[config.mk]
export PLATFORM = sky130hd
export DESIGN_NAME = abrk_unit
export DESIGN_NICKNAME = d
export VERILOG_FILES = /design/src/rtl/abrk_pkg.sv /design/src/rtl/abrk_match.sv /design/src/rtl/abrk_regs.sv /design/src/rtl/abrk_unit.sv
export SDC_FILE = /design/constraint.sdc
export NUM_CORES = 1
export LEC_CHECK = 0
export ABC_AREA = 1
export BUFFER_PORTS_ARGS = -buffer_cell sky130_fd_sc_hd__buf_4
export CORE_MARGIN = 2
export CORE_UTILIZATION = 46
export DETAILED_ROUTE_END_ITERATION = 10
export PLACE_DENSITY = 0.74
export SLEW_MARGIN = 10
export SYNTH_ARGS = -nofsm -noshare
export SYNTH_HDL_FRONTEND = slang
export SYNTH_SLANG_ARGS = --single-unit
[constraint.sdc]
create_clock -name clk -period 1.25 [get_ports clk]
set_clock_uncertainty 0.15 [all_clocks]
set_input_delay 0.125 -clock clk [delete_from_list [all_inputs] [get_ports clk]]
set_output_delay 0.125 -clock clk [all_outputs]
set_load 0.01 [all_outputs]
[src/rtl/abrk_pkg.sv]
package abrk_pkg;
    typedef enum logic [1:0] {
        TY_READ  = 2'b00,
        TY_WRITE = 2'b01,
        TY_FETCH = 2'b10,
        TY_RDWR  = 2'b11
    } acc_kind_e;

    typedef enum logic [1:0] {
        SZ_ANY   = 2'b00,
        SZ_BYTE  = 2'b01,
        SZ_WORD  = 2'b10,
        SZ_ANYB  = 2'b11
    } acc_size_e;

    typedef struct packed {
        acc_kind_e  kind;
        acc_size_e  size;
        logic       dcmp;
        logic [2:0] rsvd;
    } ctrl_t;

    localparam logic [1:0] SEL_CTRL = 2'd0;
    localparam logic [1:0] SEL_STAT = 2'd1;
    localparam logic [1:0] SEL_ADDR = 2'd2;
    localparam logic [1:0] SEL_DATA = 2'd3;

    localparam int STAT_EN_BIT   = 0;
    localparam int STAT_FLAG_BIT = 1;
endpackage

[src/rtl/abrk_match.sv]
module abrk_match
    import abrk_pkg::*;
#(
    parameter int AW = 16,
    parameter int DW = 16
) (
    input  ctrl_t          ctrl,
    input  logic [AW-1:0]  bar,
    input  logic [DW-1:0]  bdr,
    input  logic           stb,
    input  logic [AW-1:0]  addr,
    input  logic [DW-1:0]  data,
    input  logic           fetch,
    input  logic           write,
    input  logic           word,
    output logic           hit
);
    localparam int LW = DW / 2;

    logic kind_ok, size_ok, addr_ok, data_ok;

    always_comb begin
        unique case (ctrl.kind)
            TY_FETCH: kind_ok = fetch;
            TY_READ:  kind_ok = !fetch && !write;
            TY_WRITE: kind_ok = !fetch && write;
            default:  kind_ok = !fetch;
        endcase

        unique case (ctrl.size)
            SZ_BYTE: size_ok = !word;
            SZ_WORD: size_ok = word;
            default: size_ok = 1'b1;
        endcase

        if (word) addr_ok = (addr[AW-1:1] == bar[AW-1:1]);
        else      addr_ok = (addr == bar);

        if (!ctrl.dcmp)    data_ok = 1'b1;
        else if (!word)    data_ok = (data[DW-1:LW] == bdr[DW-1:LW]);
        else if (!addr[0]) data_ok = (data == bdr);
        else               data_ok = (data[LW-1:0] == bdr[LW-1:0]);

        hit = stb && kind_ok && size_ok && addr_ok && data_ok;
    end
endmodule

[src/rtl/abrk_regs.sv]
module abrk_regs
    import abrk_pkg::*;
#(
    parameter int AW = 16,
    parameter int DW = 16
) (
    input  logic           clk,
    input  logic           rst_n,
    input  logic           reg_we,
    input  logic           reg_re,
    input  logic [1:0]     reg_sel,
    input  logic [DW-1:0]  reg_wdata,
    input  logic           hit,
    output ctrl_t          ctrl,
    output logic [AW-1:0]  bar,
    output logic [DW-1:0]  bdr,
    output logic           flag,
    output logic           en,
    output logic           seen,
    output logic           irq,
    output logic [DW-1:0]  reg_rdata
);
    typedef struct packed {
        ctrl_t          ctrl;
        logic [AW-1:0]  bar;
        logic           flag;
        logic           en;
        logic           seen;
    } state_t;

    state_t        st_d, st_q;
    logic [DW-1:0] bdr_d, bdr_q;
    logic          wr_stat, clr_ok;

    always_comb begin
        st_d    = st_q;
        bdr_d   = bdr_q;
        wr_stat = reg_we && (reg_sel == SEL_STAT);
        clr_ok  = wr_stat && st_q.seen && !reg_wdata[STAT_FLAG_BIT];

        if (reg_we) begin
            unique case (reg_sel)
                SEL_CTRL: begin
                    st_d.ctrl      = ctrl_t'(reg_wdata[7:0]);
                    st_d.ctrl.rsvd = 3'b000;
                end
                SEL_STAT: st_d.en  = reg_wdata[STAT_EN_BIT];
                SEL_ADDR: st_d.bar = reg_wdata[AW-1:0];
                default:  bdr_d    = reg_wdata;
            endcase
        end

        if (reg_re && (reg_sel == SEL_STAT) && st_q.flag) st_d.seen = 1'b1;
        if (wr_stat)                                      st_d.seen = 1'b0;

        if (hit)         st_d.flag = 1'b1;
        else if (clr_ok) st_d.flag = 1'b0;

        unique case (reg_sel)
            SEL_CTRL: reg_rdata = DW'(st_q.ctrl);
            SEL_STAT: reg_rdata = DW'({st_q.flag, st_q.en});
            SEL_ADDR: reg_rdata = DW'(st_q.bar);
            default:  reg_rdata = bdr_q;
        endcase
    end

    always_ff @(posedge clk or negedge rst_n) begin
        if (!rst_n) st_q <= '0;
        else        st_q <= st_d;
    end

    always_ff @(posedge clk) begin
        bdr_q <= bdr_d;
    end

    assign ctrl = st_q.ctrl;
    assign bar  = st_q.bar;
    assign bdr  = bdr_q;
    assign flag = st_q.flag;
    assign en   = st_q.en;
    assign seen = st_q.seen;
    assign irq  = st_q.flag && st_q.en;
endmodule

[src/rtl/abrk_unit.sv]
module abrk_unit
    import abrk_pkg::*;
#(
    parameter int AW = 16,
    parameter int DW = 16
) (
    input  logic           clk,
    input  logic           rst_n,
    input  logic           bus_stb,
    input  logic [AW-1:0]  bus_addr,
    input  logic [DW-1:0]  bus_data,
    input  logic           bus_fetch,
    input  logic           bus_write,
    input  logic           bus_word,
    input  logic           reg_we,
    input  logic           reg_re,
    input  logic [1:0]     reg_sel,
    input  logic [DW-1:0]  reg_wdata,
    output logic [DW-1:0]  reg_rdata,
    output logic           brk_irq
);
    ctrl_t         ctrl_w;
    logic [AW-1:0] bar_w;
    logic [DW-1:0] bdr_w;
    logic          hit_w, flag_w, en_w, seen_w;

    abrk_match #(.AW(AW), .DW(DW)) u_match (
        .ctrl  (ctrl_w),
        .bar   (bar_w),
        .bdr   (bdr_w),
        .stb   (bus_stb),
        .addr  (bus_addr),
        .data  (bus_data),
        .fetch (bus_fetch),
        .write (bus_write),
        .word  (bus_word),
        .hit   (hit_w)
    );

    abrk_regs #(.AW(AW), .DW(DW)) u_regs (
        .clk       (clk),
        .rst_n     (rst_n),
        .reg_we    (reg_we),
        .reg_re    (reg_re),
        .reg_sel   (reg_sel),
        .reg_wdata (reg_wdata),
        .hit       (hit_w),
        .ctrl      (ctrl_w),
        .bar       (bar_w),
        .bdr       (bdr_w),
        .flag      (flag_w),
        .en        (en_w),
        .seen      (seen_w),
        .irq       (brk_irq),
        .reg_rdata (reg_rdata)
    );
endmodule

# == After elaboration in Yosys (flattened, before gate mapping) ==
# Cells that the tools add are included.
# op_classes
n_eq_ne,11
muxes,11
bitwise,1
reduce_logical,25
# ops
operator,n
$pmux 16 s3,1
$eq 16x16->1,2
$eq 8x8->1,2
$eq 15x15->1,1
$logic_and 1x1->1,12
$mux 1,8
$reduce_and 2->1,4
$eq 2x1->1 const B,3
$eq 2x2->1 const B,3
$logic_not 1->1,4
$logic_not 2->1,2
$reduce_bool 2->1,2
$pmux 1 s3,1
$reduce_or 3->1,1
$pmux 1 s2,1
$not 1->1,1
# word_totals
register_bits,40
output_inout_bits,17

# == Logic depth before layout (Yosys ltp) ==
# depth
word_depth,8
depth_mapped,11

# == By module ==
# A second synthesis with hierarchy kept.
# hier_totals
hier_cells,340
area_unflattened_um2,2377.3
# by_module_without_submodules
module,n_inst,cells_per_inst,area_each_um2,seq_area_each_um2
abrk_regs,1,186,1716.6,1081.0
abrk_match,1,154,660.6,0.0

# == Least setup slack after synthesis ==
# Ideal clock, no wire load.
# synth_path
path_type,input to register
from,input port reg_sel[0]
to,"register u_regs.bdr_q[0] (netlist: u_regs.bdr[0]), enable pin"
t_arrival_ps,1208
required_ps,711
path_slack_ps,-497
cell_stages,3
path_buffers,1
cell_sequence,buf_2 -> nand2_1 -> nor2_1
# synth_via
elab_chain_cells,4
word_cells_on_any_way,6
cone_classes,eq/ne (2); bitwise (1); reduce/logical (3)
# synth_rtl
item,line_no,rtl
"start, declared",abrk_unit.sv:17,"input logic [1:0] reg_sel,"
"$eq 2x2->1, or another cell as far along",abrk_regs.sv:42,unique case (reg_sel)
$reduce_or 3->1 (no line) *,-,
$not 1->1 (no line) *,-,
$reduce_and 2->1 (no line) *,-,
"end signal, assigned",abrk_regs.sv:73,bdr_q <= bdr_d;
"end, declared",abrk_regs.sv:32,"logic [DW-1:0] bdr_d, bdr_q;"
# Mark *: on every way between the ends. The rest lies on a longest branch, timed or not.
# A chain may end at the register's enable or synchronous reset.

# == Worst setup path after layout ==
# layout_path
from,"register u_regs.st_q, in the netlist u_regs.ctrl[4]"
to,output port reg_rdata[4]
# layout_via
elab_chain_cells,1
# layout_rtl
item,line_no,rtl
"start, declared",abrk_regs.sv:31,"state_t st_d, st_q;"
"start signal, assigned",abrk_regs.sv:69,else st_q <= st_d;
$pmux 16 s3,abrk_regs.sv:59,unique case (reg_sel)
"end, declared",abrk_unit.sv:19,"output logic [DW-1:0] reg_rdata,"
# Every way passes these cells.

==> flow_summary.yaml <==
logic_synthesis:
  yosysMostFrequentCell: "nand2_1"
  synth_top_area_share: 0.262
  synth-edff-count: 16
  netlist_area_mm2: 0.00229
  synth_area_per_cell_um2: 7.35
  synth.largest_area_cell: "dfrtp_1"
  yosys_warnings: 0
  syn_inst: 312
  synth_cell_types: 24
  ys_seq_area_frac: 0.471
  syn-num-nets: 372
  synth_common_cells: "114 x nand2_1, 58 x inv_1, 24 x dfrtp_1"
  synth.area.top_cells: "dfrtp_1 26%, edfxtp_1 21%, nand2_1 19%"
  synthArstFlopShare: 0.600
  synthFlopType: "dfrtp_1"
  synth-seq-cells: 40
detailed_routing:
  drt_iter0_markers: 147
  ant_nets: 0
  wl_um: 7020
  viasPerCell: 4.75
  firstDrtPassIters: 4
  wl_per_cell_um: 13.7
  drcViolationCount: 0
  via_count: 2442
timing:
  rsz0062_at_grt: "yes"
  setup_slack_ns: -0.222
  max_slew_margin: 0.782
  finalCritPeriodShare: 1.18
  fmax_ghz: 0.679
  setup-violations-final: 17
  layout_min_cycle_time_ns: 1.47
  hold_violations: 0
  worstMarginPinSlew_ns: 0.327
  timing.final.max_slew_violations: 0
worst_setup_path:
  endpoint: "reg_rdata[4]"
  worstReg2RegStart: "u_regs.ctrl[4]"
  reg2reg_to: "u_regs.flag"
  reg2reg_depth: 10
  crit_path_start_kind: "register"
  path_depth: 5
  cpMostUsedCell: "buf_6"
  cp_slowest_cell: "dfrtp_1"
  startpoint: "u_regs.ctrl[4]"
  worst-r2r-setup-slack_ns: -0.20
  crit_chain: "buf_6 -> buf_6 -> nand2_2 -> o221ai_2 -> buf_4"
  critPathTopFamily: "flip-flops"
  crit_arrival_ns: 1.20
  crit_buf_inv: 3
  end_kind: "output pin"
  worstPathMaxFanout: 2
  critPathMaxStageDelay_ns: 0.40
  worstPathRequired_ns: 0.98
  critPathKind: "register to output pin"
clock_tree:
  clock-sinks: 40
  cts_buffer_depth: 2
  cts_tree: "yes"
  cts_buffers: 5
  insertion_delay_ns: 0.30
  path_clk_slew_ns: 0.07
  h-tree-depth: 2
  cts_root_buffer: "clkbuf_8"
power:
  pwr_density_cell_mw_per_mm2: 1010
  p_leak_nw: 1.90
  seqPwrFrac: 0.434
  p_comb_frac: 0.340
  internal_power_mw: 2.59
  switching_share: 0.302
  p_switching_mw: 1.12
  clkPwrFrac: 0.226
  irDropWorstVdd_mv: 0.948
grt:
  grt_usage: 0.260
  overflow: 0
  antenna_found_initial: 0
  grt_first_pass_wirelength_um: 10800
  grt_max_degree: 32
  grt_pass1_vias: 2403
die:
  io_pins: 75
  die_w_um: 74.6
  die_area_mm2: 0.00557
  die-height_um: 74.6
  start_util: 0.483
  num_rows: 25
  core_mm2: 0.00475
placement:
  gp_congestion: 0.815
  place_area_mm2: 0.00312
  numPlacedInstances: 470
  port_buffers: 74
  place_ws_ns: -0.175
  dp_hpwl_um: 4840
finish:
  area_growth_pct: 59.3
  antenna_cells: 0
  fill_cells: 345
  final_area_mm2: 0.00366
  fin_cells: 514
  seqCellArea_mm2: 0.00108
  final_nets: 506
  drive_gt1_frac: 0.356
  multi_input_area_mm2: 0.00106
outcome:
  status: "finished, violations left"
  failed_checks: "setup timing"
min_path:
  hold_path_class: "input pin to register"
  hold_start: "reg_sel[0]"
job:
  drv_cap: 0
-- routing by layer --
metal	vias to the layer above	routed length [um]	global-route usage
met2	62	3820	0.484
li1	1240	-	-
met4	0	181	0.0933
met5	-	0	0
met3	16	253	0.0388
met1	1124	2770	0.302
-- worst min path at each step --
stage	end	cells after the start
global placement	u_regs.bar[10]	1
floorplan	u_regs.bar[0]	0
CTS	u_regs.bar[1]	4
global route	u_regs.bar[1]	4
detailed placement	u_regs.bar[10]	1
finish	u_regs.bar[1]	4
-- area by class of cell --
cell class / instances / share of cell area
Timing Repair Buffer: 132 / 0.306
Sequential cell: 40 / 0.296
Multi-Input combinational cell: 207 / 0.291
Inverter: 60 / 0.0623
Tap cell: 67 / 0.0229
Clock buffer: 7 / 0.0209
Clock inverter: 1 / 0.00137
-- worst register-to-register path, stage by stage, from the launching register on --
cell and delay (ns):
dfrtp_1 0.37, inv_1 0.06, ha_1 0.28, inv_1 0.04, nand3_1 0.05, nand3_1 0.07, nor2_1 0.10, nand3_1 0.08
nor2_2 0.10, nand2_1 0.05, nand2_1 0.05
-- cells in the final DEF, fill, tap and decap left out, drive strengths merged --
| master | netlist | layout |
|---|---|---|
| nand2 | 114 | 114 |
| buf | 4 | 113 |
| inv | 60 | 60 |
| nor2 | 25 | 25 |
| dfrtp | 24 | 24 |
| o21ai | 20 | 20 |
| dlygate4sd3 | 0 | 19 |
| edfxtp | 16 | 16 |
| nand3 | 10 | 10 |
| xnor2 | 10 | 10 |
| a21oi | 9 | 9 |
| clkbuf | 1 | 7 |
| o211ai | 4 | 4 |
| o221ai | 3 | 3 |
| o22ai | 3 | 3 |
| a21boi | 2 | 2 |
| or2 | 2 | 2 |
| ha | 2 | 2 |
| o2111ai | 1 | 1 |
| o31ai | 1 | 1 |
| nand4 | 1 | 1 |
| clkinv | 0 | 1 |
-- cell families after synthesis --
| group | after synthesis | synth area share |
|---|---|---|
| simple gates | 152 | 0.262 |
| buf+inv | 65 | 0.109 |
| compound gates | 43 | 0.110 |
| flops | 40 | 0.471 |
| xor+xnor | 10 | 0.0382 |
| fa+ha+maj | 2 | 0.0109 |
-- registers in the layout (all words and copies together), names as in the netlist --
| register | flops |
|---|---|
| u_regs.bar | 16 |
| u_regs.en | 1 |
| u_regs.ctrl | 5 |
| u_regs.bdr | 16 |
| u_regs.flag | 1 |
| u_regs.seen | 1 |
-- per-stage QoR --
step / power (mW) / hold WS, ns / setup TNS [ns] / utilization
after global routing: 3.90 / 0.0573 / -2.48 / 0.769
final: 3.71 / 0.0411 / -1.64 / 0.769
after detailed placement: 2.57 / -0.103 / -0.209 / 0.655
after global placement: 2.54 / -0.0982 / -0.160 / 0.655
after CTS: 3.65 / 0.0395 / -1.53 / 0.756
after floorplan: 2.06 / -0.321 / -0.0910 / -
-- power groups by stage --
stage	clock network [mW]	logic, mW	registers (mW)
finish	0.838	1.26	1.61
global route	0.905	1.38	1.62
global placement	0	0.927	1.61
floorplan	0	0.457	1.60
detailed placement	0	0.955	1.62
CTS	0.852	1.20	1.60
-- timing repair --
| action | in CTS | in global routing |
|---|---|---|
| buffers inserted | 14 | 4 |
| hold endpoints to repair | 62 | 0 |
| hold buffers | 19 | 0 |
| pin swaps | 15 | 10 |
| gates cloned | 0 | 0 |
| setup endpoints to repair | 17 | 18 |
| resized for setup | 37 | 14 |
No activity file was read; power rests on OpenSTA's default activity.
